File: config.mk
export PLATFORM = sky130hd
export DESIGN_NAME = irq_pend_bank
export DESIGN_NICKNAME = d
export VERILOG_FILES = /design/src/rtl/irq_pend_pkg.sv /design/src/rtl/irq_edge_sampler.sv /design/src/rtl/irq_cfg_regs.sv /design/src/rtl/irq_pend_core.sv /design/src/rtl/irq_fwd_stage.sv /design/src/rtl/irq_pend_bank.sv
export SDC_FILE = /design/constraint.sdc
export NUM_CORES = 1
export LEC_CHECK = 0
export BUFFER_PORTS_ARGS = -buffer_cell sky130_fd_sc_hd__buf_2
export CAP_MARGIN = 30
export CORE_MARGIN = 3
export CORE_UTILIZATION = 35
export DETAILED_ROUTE_END_ITERATION = 8
export PLACE_DENSITY = 0.71
export SLEW_MARGIN = 0
export SYNTH_ARGS = -nofsm -noshare
export SYNTH_HDL_FRONTEND = slang
export SYNTH_SLANG_ARGS = --single-unit
File: constraint.sdc
create_clock -name clk -period 0.95 [get_ports clk]
set_clock_uncertainty 0.05 [all_clocks]
set_input_delay 0.1425 -clock clk [delete_from_list [all_inputs] [get_ports clk]]
set_output_delay 0.1425 -clock clk [all_outputs]
set_load 0.1 [all_outputs]
File: src/rtl/irq_pend_pkg.sv
package irq_pend_pkg;

  typedef enum logic [1:0] {
    CFG_ENABLE = 2'd0,
    CFG_MODE   = 2'd1,
    CFG_GLOBAL = 2'd2,
    CFG_NONE   = 2'd3
  } cfg_sel_e;

  // Software latch: a set hit always wins over a clear hit.
  function automatic logic latch_next(logic cur, logic set_hit, logic clr_hit);
    return set_hit | (cur & ~clr_hit);
  endfunction

  // Edge capture: a new rise wins over a clear; level-mode lines hold no capture.
  function automatic logic edge_next(logic cur, logic rise, logic clr_hit, logic edge_mode);
    return edge_mode & (rise | (cur & ~clr_hit));
  endfunction

  // Read-back view of one line's pending state.
  function automatic logic pend_view(logic sw, logic cap, logic lvl, logic edge_mode);
    return sw | (edge_mode ? cap : lvl);
  endfunction

  // Rising transition between two consecutive samples.
  function automatic logic rise_of(logic cur, logic prev);
    return cur & ~prev;
  endfunction

endpackage

File: src/rtl/irq_edge_sampler.sv
module irq_edge_sampler #(
  parameter int NUM_LINES = 32
) (
  input  logic                 clk,
  input  logic                 rst_n,
  input  logic [NUM_LINES-1:0] irq_in,
  output logic [NUM_LINES-1:0] lvl_q,
  output logic [NUM_LINES-1:0] rise
);
  import irq_pend_pkg::*;

  logic [NUM_LINES-1:0] prev_q;

  always_ff @(posedge clk or negedge rst_n) begin
    if (!rst_n) begin
      lvl_q  <= '0;
      prev_q <= '0;
    end else begin
      lvl_q  <= irq_in;
      prev_q <= lvl_q;
    end
  end

  for (genvar g = 0; g < NUM_LINES; g++) begin : g_rise
    assign rise[g] = rise_of(lvl_q[g], prev_q[g]);
  end

endmodule

File: src/rtl/irq_cfg_regs.sv
module irq_cfg_regs #(
  parameter int NUM_LINES = 32
) (
  input  logic                 clk,
  input  logic                 rst_n,
  input  logic                 cfg_we,
  input  logic [1:0]           cfg_sel,
  input  logic [NUM_LINES-1:0] cfg_wdata,
  output logic [NUM_LINES-1:0] en_q,
  output logic [NUM_LINES-1:0] mode_q,
  output logic                 dist_en_q
);
  import irq_pend_pkg::*;

  cfg_sel_e sel;
  assign sel = cfg_sel_e'(cfg_sel);

  always_ff @(posedge clk or negedge rst_n) begin
    if (!rst_n) begin
      en_q      <= '0;
      mode_q    <= '0;
      dist_en_q <= 1'b0;
    end else if (cfg_we) begin
      case (sel)
        CFG_ENABLE: en_q      <= cfg_wdata;
        CFG_MODE:   mode_q    <= cfg_wdata;
        CFG_GLOBAL: dist_en_q <= cfg_wdata[0];
        default:    ;
      endcase
    end
  end

endmodule

File: src/rtl/irq_pend_core.sv
module irq_pend_core #(
  parameter int NUM_LINES = 32
) (
  input  logic                 clk,
  input  logic                 rst_n,
  input  logic [NUM_LINES-1:0] set_hit,
  input  logic [NUM_LINES-1:0] clr_hit,
  input  logic [NUM_LINES-1:0] rise,
  input  logic [NUM_LINES-1:0] lvl,
  input  logic [NUM_LINES-1:0] edge_mode,
  output logic [NUM_LINES-1:0] sw_latch,
  output logic [NUM_LINES-1:0] edge_cap,
  output logic [NUM_LINES-1:0] pend
);
  import irq_pend_pkg::*;

  for (genvar g = 0; g < NUM_LINES; g++) begin : g_line
    always_ff @(posedge clk or negedge rst_n) begin
      if (!rst_n) begin
        sw_latch[g] <= 1'b0;
        edge_cap[g] <= 1'b0;
      end else begin
        sw_latch[g] <= latch_next(sw_latch[g], set_hit[g], clr_hit[g]);
        edge_cap[g] <= edge_next(edge_cap[g], rise[g], clr_hit[g], edge_mode[g]);
      end
    end
    assign pend[g] = pend_view(sw_latch[g], edge_cap[g], lvl[g], edge_mode[g]);
  end

endmodule

File: src/rtl/irq_fwd_stage.sv
module irq_fwd_stage #(
  parameter int NUM_LINES = 32
) (
  input  logic                 clk,
  input  logic                 rst_n,
  input  logic [NUM_LINES-1:0] pend,
  input  logic [NUM_LINES-1:0] en,
  input  logic                 dist_en,
  output logic [NUM_LINES-1:0] fwd
);
  logic [NUM_LINES-1:0] gate;
  assign gate = {NUM_LINES{dist_en}};

  always_ff @(posedge clk or negedge rst_n) begin
    if (!rst_n) fwd <= '0;
    else        fwd <= pend & en & gate;
  end

endmodule

File: src/rtl/irq_pend_bank.sv
module irq_pend_bank #(
  parameter int NUM_LINES = 32
) (
  input  logic                 clk,
  input  logic                 rst_n,
  input  logic [NUM_LINES-1:0] irq_in,
  input  logic                 set_we,
  input  logic [NUM_LINES-1:0] set_mask,
  input  logic                 clr_we,
  input  logic [NUM_LINES-1:0] clr_mask,
  input  logic                 cfg_we,
  input  logic [1:0]           cfg_sel,
  input  logic [NUM_LINES-1:0] cfg_wdata,
  output logic [NUM_LINES-1:0] pend_rd,
  output logic [NUM_LINES-1:0] en_rd,
  output logic [NUM_LINES-1:0] mode_rd,
  output logic                 dist_en_rd,
  output logic [NUM_LINES-1:0] fwd_out
);

  // Named internal events for the checker
  logic [NUM_LINES-1:0] lvl_q;
  logic [NUM_LINES-1:0] edge_rise;
  logic [NUM_LINES-1:0] set_hit;
  logic [NUM_LINES-1:0] clr_hit;
  logic [NUM_LINES-1:0] sw_latch;
  logic [NUM_LINES-1:0] edge_cap;

  assign set_hit = set_we ? set_mask : '0;
  assign clr_hit = clr_we ? clr_mask : '0;

  irq_edge_sampler #(.NUM_LINES(NUM_LINES)) u_sampler (
    .clk   (clk),
    .rst_n (rst_n),
    .irq_in(irq_in),
    .lvl_q (lvl_q),
    .rise  (edge_rise)
  );

  irq_cfg_regs #(.NUM_LINES(NUM_LINES)) u_cfg (
    .clk      (clk),
    .rst_n    (rst_n),
    .cfg_we   (cfg_we),
    .cfg_sel  (cfg_sel),
    .cfg_wdata(cfg_wdata),
    .en_q     (en_rd),
    .mode_q   (mode_rd),
    .dist_en_q(dist_en_rd)
  );

  irq_pend_core #(.NUM_LINES(NUM_LINES)) u_core (
    .clk      (clk),
    .rst_n    (rst_n),
    .set_hit  (set_hit),
    .clr_hit  (clr_hit),
    .rise     (edge_rise),
    .lvl      (lvl_q),
    .edge_mode(mode_rd),
    .sw_latch (sw_latch),
    .edge_cap (edge_cap),
    .pend     (pend_rd)
  );

  irq_fwd_stage #(.NUM_LINES(NUM_LINES)) u_fwd (
    .clk    (clk),
    .rst_n  (rst_n),
    .pend   (pend_rd),
    .en     (en_rd),
    .dist_en(dist_en_rd),
    .fwd    (fwd_out)
  );

endmodule

==> metrics.md, run 1 <==
| Metric | Value |
|---|---|
| Outcome | `finished, violations left` |
| Violated checks | `setup timing` |
| Cell accounting for the most synthesized area | `dfrtp_1` |
| Hold Path End | `u_cfg.dist_en_q` |
| Reg clk slew, reported paths | `0.06 ns` |
| Post-DRT Antenna Nets | `0` |
| Post-Place Worst Slack | `-0.5153 ns` |
| Clock Sinks | `225` |
| Port Buffers | `263` |
| VDD IR max | `1.457 mV` |
| Die Wd | `161.9 µm` |
| Worst-Skew Late Latency | `0.51 ns` |
| Min Tclk post-route | `1.897 ns` |
| Hold Path Depth | `3` |
| Routed length per placed instance | `approximately 22 µm` |
| Synth top cells by count | `225 x dfrtp_1, 64 x nor2b_1, 63 x mux2_2` |
| Final-report max-slew violation count | `0` |
| Final-report setup violation count | `251` |
| Max Clock Freq | `527.1 MHz` |
| Syn Nets | `around 740` |
| Congestion Overflow GR | `0` |
| First-pass GRT wire length | `around 49000 µm` |
| Leakage | `approximately 8 nW` |
| Final worst slack | `-0.9472 ns` |
| Pin count of the biggest net entering global routing | `35` |
| Vias in the first global route | `8542` |
| RSZ-0062 raised after global routing | `true` |
| YS warnings | `0` |
| CP startpoint | `u_cfg.mode_q[1]` |
| R2R depth | `5` |
| Ratio of total power to cell area | `2331 nW/µm²` |
| Critical path class | `reg -> out` |
| Max Root-Sink Buffers | `3` |
| Post-synthesis cell type count | `18` |
| Final std cells w/o fill | `1546` |
| Die height | `161.9 µm` |
| Period utilization | `199.7%` |
| Primary FF master, synth | `dfrtp_1` |
| Site Rows | `56` |
| Synth-to-layout area growth | `102.6%` |
| Initial Utilization | `35.91%` |
| HP Class | `in -> reg` |
| Fillcell total | `1364` |
| CTS root buffer | `clkbuf_16` |
| Die area | `26210 µm²` |
| CTS buffer count | `24` |
| Top area cells in the synthesized netlist | `dfrtp_1 66%, mux2_2 8.3%, nor2b_1 4.7%, o311a_1 3.8%, a22o_1 3.3%` |
| Setup slack, reg-to-reg | `-0.39 ns` |
| Initial antenna violation count | `5` |
| HP Start | `cfg_sel[0]` |
| Post-synthesis cell count | `601` |
| RePlAce Congestion | `0.8439` |
| Cell count after placement | `1279` |
| Mapped Avg Cell Area | `14.15 µm²` |
| Origin of the critical flop-to-flop path | `u_cfg.mode_q[0]` |
| Max-cap violation count | `0` |
| Count leader, synth | `dfrtp_1` |
| Gr usage total | `between 20% and 30%` |
| Via count | `7649` |
| Number of top-level pins | `around 260` |
| Drt pass-1 iters | `7` |
| Worst endpoint required time | `~0.76 ns` |
| Post-synth top area share | `66.21%` |
| Post-synth EDFFs | `0` |
| Fin area | `around 17000 µm²` |
| Worst Setup End Kind | `output pin` |
| Routed WL | `33280 µm` |
| Critical R2R Capture | `u_cfg.mode_q[0]` |
| Vias/cell | `4.948` |
| Seq/Total Area, Yosys | `66.21%` |
| NumNets Final | `between 1000 and 1500` |
| CTS tree | `built` |
| Iter 0 DRT Violations | `399` |
| Detailed Place HPWL | `17630 µm` |
| Crit-path max FO | `4` |
| Final Hold Viols | `0` |
| Layout cells sized above 1 | `60.92%` |
| DRC Markers | `0` |
| Total core area | `23680 µm²` |
| Setup TNS | `-88.37 ns` |
| Max H-tree Level | `1` |
| Number of synthesized register bits | `225` |
| Synth async-reset ratio | `100.0%` |
| Placed Area | `13200 µm²` |
| Mapped Area | `8504 µm²` |
| Critical Path Source Type | `flip-flop` |
| Worst Max-Slew Pin Slew | `0.3462 ns` |
| Arrival @ worst endpoint | `between 1.5 and 2 ns` |
| Rel. slew slack | `76.92%` |
| Finished Core Util | `72.74%` |
[placed cells by master (no fill, tap or decap)]
cell type and n:
clkbuf_16 25, a22o_1 32, buf_16 3, nor2b_2 2, nand3b_2 1, nor2b_4 12, clkbuf_8 8, buf_6 126
dfrtp_4 45, clkbuf_1 10, mux2_2 5, nand3b_1 1, o311a_1 31, nand2_1 32, diode_2 4, buf_2 133
o21a_1 32, dlygate4sd3_1 130, buf_4 60, dfrtp_2 52, or3_4 32, buf_12 144, nor2b_1 50, nor3b_4 1
a21boi_0 32, and2_4 32, mux2_4 60, buf_8 2, dfrtp_1 128, o311a_4 1, clkinv_2 1
[worst max-delay path, stage by stage (launching register included)]
cell and delay [ns]:
dfrtp_4 0.49, and2_4 0.17, or3_4 0.36, buf_12 0.18
[flip-flops by register name, summed over array words and instances (netlist names)]
signal            count
u_cfg.mode_q         32
u_sampler.lvl_q      32
u_sampler.prev_q     32
u_fwd.fwd            32
u_cfg.en_q           32
u_core.edge_cap      32
u_core.sw_latch      32
u_cfg.dist_en_q       1
[area by class of cell]
type | instances | area [µm²] | share of cell area, %
Antenna cell | 4 | 10.01 | 0.05811
Clock buffer | 43 | 773.2 | 4.489
Clock inverter | 1 | 5.005 | 0.02905
Multi-Input combinational cell | 356 | 3343 | 19.41
Sequential cell | 225 | 5864 | 34.04
Tap cell | 319 | 399.1 | 2.317
Timing Repair Buffer | 598 | 6832 | 39.66
[what timing repair did]
item,CTS,global route
cloned,3,0
pin swaps,19,16
setup buffers,72,57
setup endpoints to repair,206,248
hold endpoints to repair,385,0
resized for setup,216,121
hold buffers,130,0
[how the worst max path moves through the flow]
stage | end | slack (ns) | cells after the start
final | pend_rd[1] | -0.95 | 3
after global routing | pend_rd[1] | -0.98 | 3
after CTS | pend_rd[2] | -0.95 | 3
after detailed placement | pend_rd[13] | -0.52 | 3
after global placement | pend_rd[13] | -0.51 | 3
after floorplan | pend_rd[0] | -0.54 | 2
[routing by layer]
layer	track usage [%]	share of wire (%)
met4	8.879	3.8
met1	27.39	37
met5	0	0.042
met3	6.452	6.4
met2	41.86	53
[cells by family after synthesis]
logic type | Yosys count | synth area share (%)
AO/OA/AOI/OAI | 128 | 12.71
buffers and inverters | 20 | 1.206
flip-flops | 225 | 66.21
multiplexers | 65 | 8.607
AND/OR/NAND/NOR | 163 | 11.27
[report_power, final]
group	internal [mW]	switching (mW)	leakage, nW
Combinational	8.26	10.4	4.99
Clock	5.46	3.77	0.381
Sequential	11.1	1.18	2.62
Total	24.8	15.3	7.99
[metrics by stage]
stage	hold WS, ns	power (mW)
floorplan	-0.2031	21.21
global placement	-0.003292	26.98
detailed placement	-0.004772	27.16
CTS	0.01325	39.02
global route	0.02623	41.33
finish	0.03880	40.15
(Power assumes the default switching activity.)
==> inputs of run 2 (changes only) <==
- HOLD_SLACK_MARGIN: not set -> 0.02
- SYNTH_HIERARCHICAL: not set -> 1
==> run 2 against run 1 <==
Against the previous run:
- the flow still finishes with violations (setup timing)
- setup slack improved by 0.16 ns
- clock power barely moved
- sequential cell count did not move
- register-to-register slack got worse by 0.04 ns
- combinational power about the same
- routed wire length decreased by 9.0%
- clock-buffer cell count fell by 11
- sequential share of layout area decreased by 0.44 points
- sequential power barely moved
- cell count up 0.19%
- critical endpoint is now pend_rd[6]
- highest routed layer unchanged
==> metrics.md, run 2 <==
| Metric | Value |
|---|---|
| Outcome | `finished, violations left (unchanged)` |
| Violated checks | `setup timing (unchanged)` |
| Highest routing layer actually used | `met5 (unchanged)` |
| Detailed Place HPWL | `18620 µm (was 17630 µm)` |
| Worst-Skew Late Latency | `0.51 ns (about the same)` |
| Met3 wire length | `1564 µm (was 2145 µm)` |
| Reg clk slew, reported paths | `0.06 ns (about the same)` |
| Synth top cells by count | `225 x dfrtp_1, 64 x and2_2, 64 x nor2b_1 (was 225 x dfrtp_1, 64 x nor2b_1, 63 x mux2_2)` |
| Post-DRT Antenna Nets | `0 (unchanged)` |
| Die height | `165.9 µm (was 161.9 µm)` |
| Mapped Avg Cell Area | `14.25 µm² (was 14.15 µm²)` |
| Seq/Total Area, Yosys | `62.90% (was 66.21%)` |
| Post-layout power | `40.01 mW (was 40.15 mW)` |
| Slowest stage delay, CP | `0.50 ns (was 0.49 ns)` |
| Post-synth top area share | `62.90% (was 66.21%)` |
| Max Root-Sink Buffers | `3 (unchanged)` |
| Leakage | `8.213 nW (was 7.993 nW)` |
| Iter 0 DRT Violations | `273 (was 399)` |
| Arrival @ worst endpoint | `1.55 ns (was 1.70 ns)` |
| Routed WL | `30300 µm (was 33280 µm)` |
| First-pass GRT wire length | `46950 µm (was 48580 µm)` |
| HP Class | `in -> async (was in -> reg)` |
| Routed length per placed instance | `19.56 µm (was 21.53 µm)` |
| Initial antenna violation count | `1 (was 5)` |
| Max H-tree Level | `1 (unchanged)` |
| Top area cells in the synthesized netlist | `dfrtp_1 63%, mux2_2 7.9%, and2_2 5.4%, nor2b_4 4.9%, nor2b_1 4.5% (was dfrtp_1 66%, mux2_2 8.3%, nor2b_1 4.7%, o311a_1 3.8%, a22o_1 3.3%)` |
| Worst Max-Slew Pin Slew | `0.4030 ns (was 0.3462 ns)` |
| Max Clock Freq | `574.8 MHz (was 527.1 MHz)` |
| Vias/cell | `4.637 (was 4.948)` |
| Critical Path Source Type | `flip-flop (unchanged)` |
| Critical path class | `reg -> out (unchanged)` |
| Primary FF master, synth | `dfrtp_1 (unchanged)` |
| Final std cells w/o fill | `1549 (was 1546)` |
| CTS tree | `built (unchanged)` |
| VDD IR max | `1.956 mV (was 1.457 mV)` |
| Synth-to-layout area growth | `95.00% (was 102.6%)` |
| Commonest non-fill, non-tap cells in the layout | `142 x buf_12, 141 x buf_6, 133 x buf_2 (was 144 x buf_12, 133 x buf_2, 130 x dlygate4sd3_1)` |
| Cell count after placement | `1305 (was 1279)` |
| Port Buffers | `263 (unchanged)` |
| Drt pass-1 iters | `4 (was 7)` |
| Post-synth EDFFs | `0 (unchanged)` |
| Worst Setup End Kind | `output pin (unchanged)` |
| CTS buffer count | `25 (was 24)` |
| Die Wd | `165.9 µm (was 161.9 µm)` |
| RSZ-0062 raised after global routing | `true (unchanged)` |
| Final Hold Viols | `0 (unchanged)` |
| Origin of the critical flop-to-flop path | `u_cfg/mode_q[27] (was u_cfg.mode_q[0])` |
| Mapped Area | `8951 µm² (was 8504 µm²)` |
| ANT cells | `0 (was 4)` |
| Count leader, synth | `dfrtp_1 (unchanged)` |
| Crit-path max FO | `4 (unchanged)` |
| Min Tclk post-route | `1.740 ns (was 1.897 ns)` |
| Die area | `27530 µm² (was 26210 µm²)` |
| Top delay family on crit path | `flip-flops (was simple AND/OR/NAND/NOR gates)` |
| Vias in the first global route | `8314 (was 8542)` |
| Post-synthesis cell type count | `18 (unchanged)` |
| Layout cells sized above 1 | `67.02% (was 60.92%)` |
| Placed Area | `14330 µm² (was 13200 µm²)` |
| Congestion Overflow GR | `0 (unchanged)` |
| Final worst slack | `-0.7896 ns (was -0.9472 ns)` |
| Post-synthesis cell count | `628 (was 601)` |
| Ratio of total power to cell area | `2292 nW/µm² (was 2331 nW/µm²)` |
| Max-cap violation count | `0 (unchanged)` |
| Total core area | `24750 µm² (was 23680 µm²)` |
| Site Rows | `57 (was 56)` |
| Worst endpoint required time | `0.76 ns (about the same)` |
| Setup slack, reg-to-reg | `-0.43 ns (was -0.39 ns)` |
| DRC Markers | `0 (unchanged)` |
| Rel. slew slack | `73.10% (was 76.92%)` |
| YS warnings | `6 (was 0)` |
| Number of synthesized register bits | `225 (unchanged)` |
| Clock Sinks | `225 (unchanged)` |
| Number of top-level pins | `264 (unchanged)` |
| CTS root buffer | `clkbuf_16 (unchanged)` |
| Syn Nets | `763 (was 736)` |
| Synth async-reset ratio | `100.0% (unchanged)` |
| Period utilization | `183.1% (was 199.7%)` |
| Gr usage total | `21.25% (was 23.64%)` |
| Cell accounting for the most synthesized area | `dfrtp_1 (unchanged)` |
| Met1 Wirelength | `12250 µm (was 12360 µm)` |
| Met2 routed WL | `15540 µm (was 17500 µm)` |
| Fillcell total | `1446 (was 1364)` |
| Pin count of the biggest net entering global routing | `40 (was 35)` |
| Final-report setup violation count | `245 (was 251)` |
| Fin area | `17450 µm² (was 17230 µm²)` |
| NumNets Final | `1342 (was 1340)` |
| Buf+Inv Stages, Crit Path | `1 (unchanged)` |
| Commonest non-fill, non-tap cell in the layout | `buf_12 (unchanged)` |
| CP max-delay cell | `dfrtp_4 (unchanged)` |
| RePlAce Congestion | `0.7985 (was 0.8439)` |
| Hold WS | `0.03855 ns (was 0.03880 ns)` |
| Initial Utilization | `36.17% (was 35.91%)` |
| Final-report max-slew violation count | `0 (unchanged)` |
| Crit-path cells | `a211o_4 -> buf_12 (was and2_4 -> or3_4 -> buf_12)` |
| CP startpoint | `u_cfg/mode_q[6] (was u_cfg.mode_q[1])` |
| Via count | `7183 (was 7649)` |
-- run 2: cell count changes after synthesis, sizes merged --
cell | previous run | this run
and3 | 0 | 32
or3 | 32 | 0
inv | 0 | 32
a211o | 0 | 32
nor2b | 64 | 96
a22o | 32 | 0
a21boi | 32 | 0
clkbuf | 13 | 9
nand2 | 32 | 0
buf | 7 | 6
a21o | 0 | 32
o311a | 32 | 0
and2 | 32 | 64
-- run 2: cells by family after synthesis --
group                  count (synthesis)  share of synthesized area [%]
multiplexers                          65                          8.177
flip-flops                           225                          62.90
AND/OR/NAND/NOR                      195                          17.86
AO/OA/AOI/OAI                         96                          8.499
buffers and inverters                 47                          2.558
-- run 2: path summary, 6_finish.rpt --
check                                             to  depth (start not counted)
worst max-delay path                      pend_rd[6]                          2
max in group asynchronous           u_cfg/mode_q[28]                          3
min in group clk                 u_core/edge_cap[31]                          4
worst min-delay path                  u_cfg/en_q[19]                          2
worst min register to register  u_sampler/prev_q[31]                          1
worst max register to register         u_fwd/fwd[27]                          4
-- run 2: timing repair --
action / CTS / global route
gates resized for setup: 121 / 66
cloned: 2 / 0
buffers inserted: 77 / 62
endpoints found under the hold margin: 357 / 0
setup endpoints to repair: 220 / 256
hold buffers: 109 / 0
pin swaps: 40 / 12
-- run 2: per-stage QoR --
stage / setup WS [ns] / setup TNS (ns) / util (%)
after floorplan: -0.5745 / -39.29 / -
after global placement: -0.4571 / -38.71 / 57.89
after detailed placement: -0.4924 / -41.04 / 57.89
after CTS: -0.8061 / -85.72 / 69.56
after global routing: -0.8201 / -90.77 / 70.53
final: -0.7896 / -84.81 / 70.53
-- run 2: report_power, final --
group	switching, mW	total [mW]	internal [mW]	leakage (nW)
registers	1.31	12.4	11.1	2.62
clock network	3.93	9.22	5.29	0.387
logic	10.1	18.4	8.28	5.21
-- run 2: area by class of cell --
type	count	area [µm²]	share of cell area, %
Timing Repair Buffer	567	6550	37.53
Sequential cell	225	5866	33.61
Multi-Input combinational cell	356	3737	21.41
Clock buffer	32	671.9	3.849
Tap cell	324	405.4	2.323
Inverter	32	120.1	0.6882
Clock inverter	13	103.9	0.5950
-- run 2: metal layers --
metal  track usage, %  up-vias
li1                 -     3276
met1            26.48     3599
met2            37.21      238
met3            3.999       68
met4            7.269        2
met5                0        -
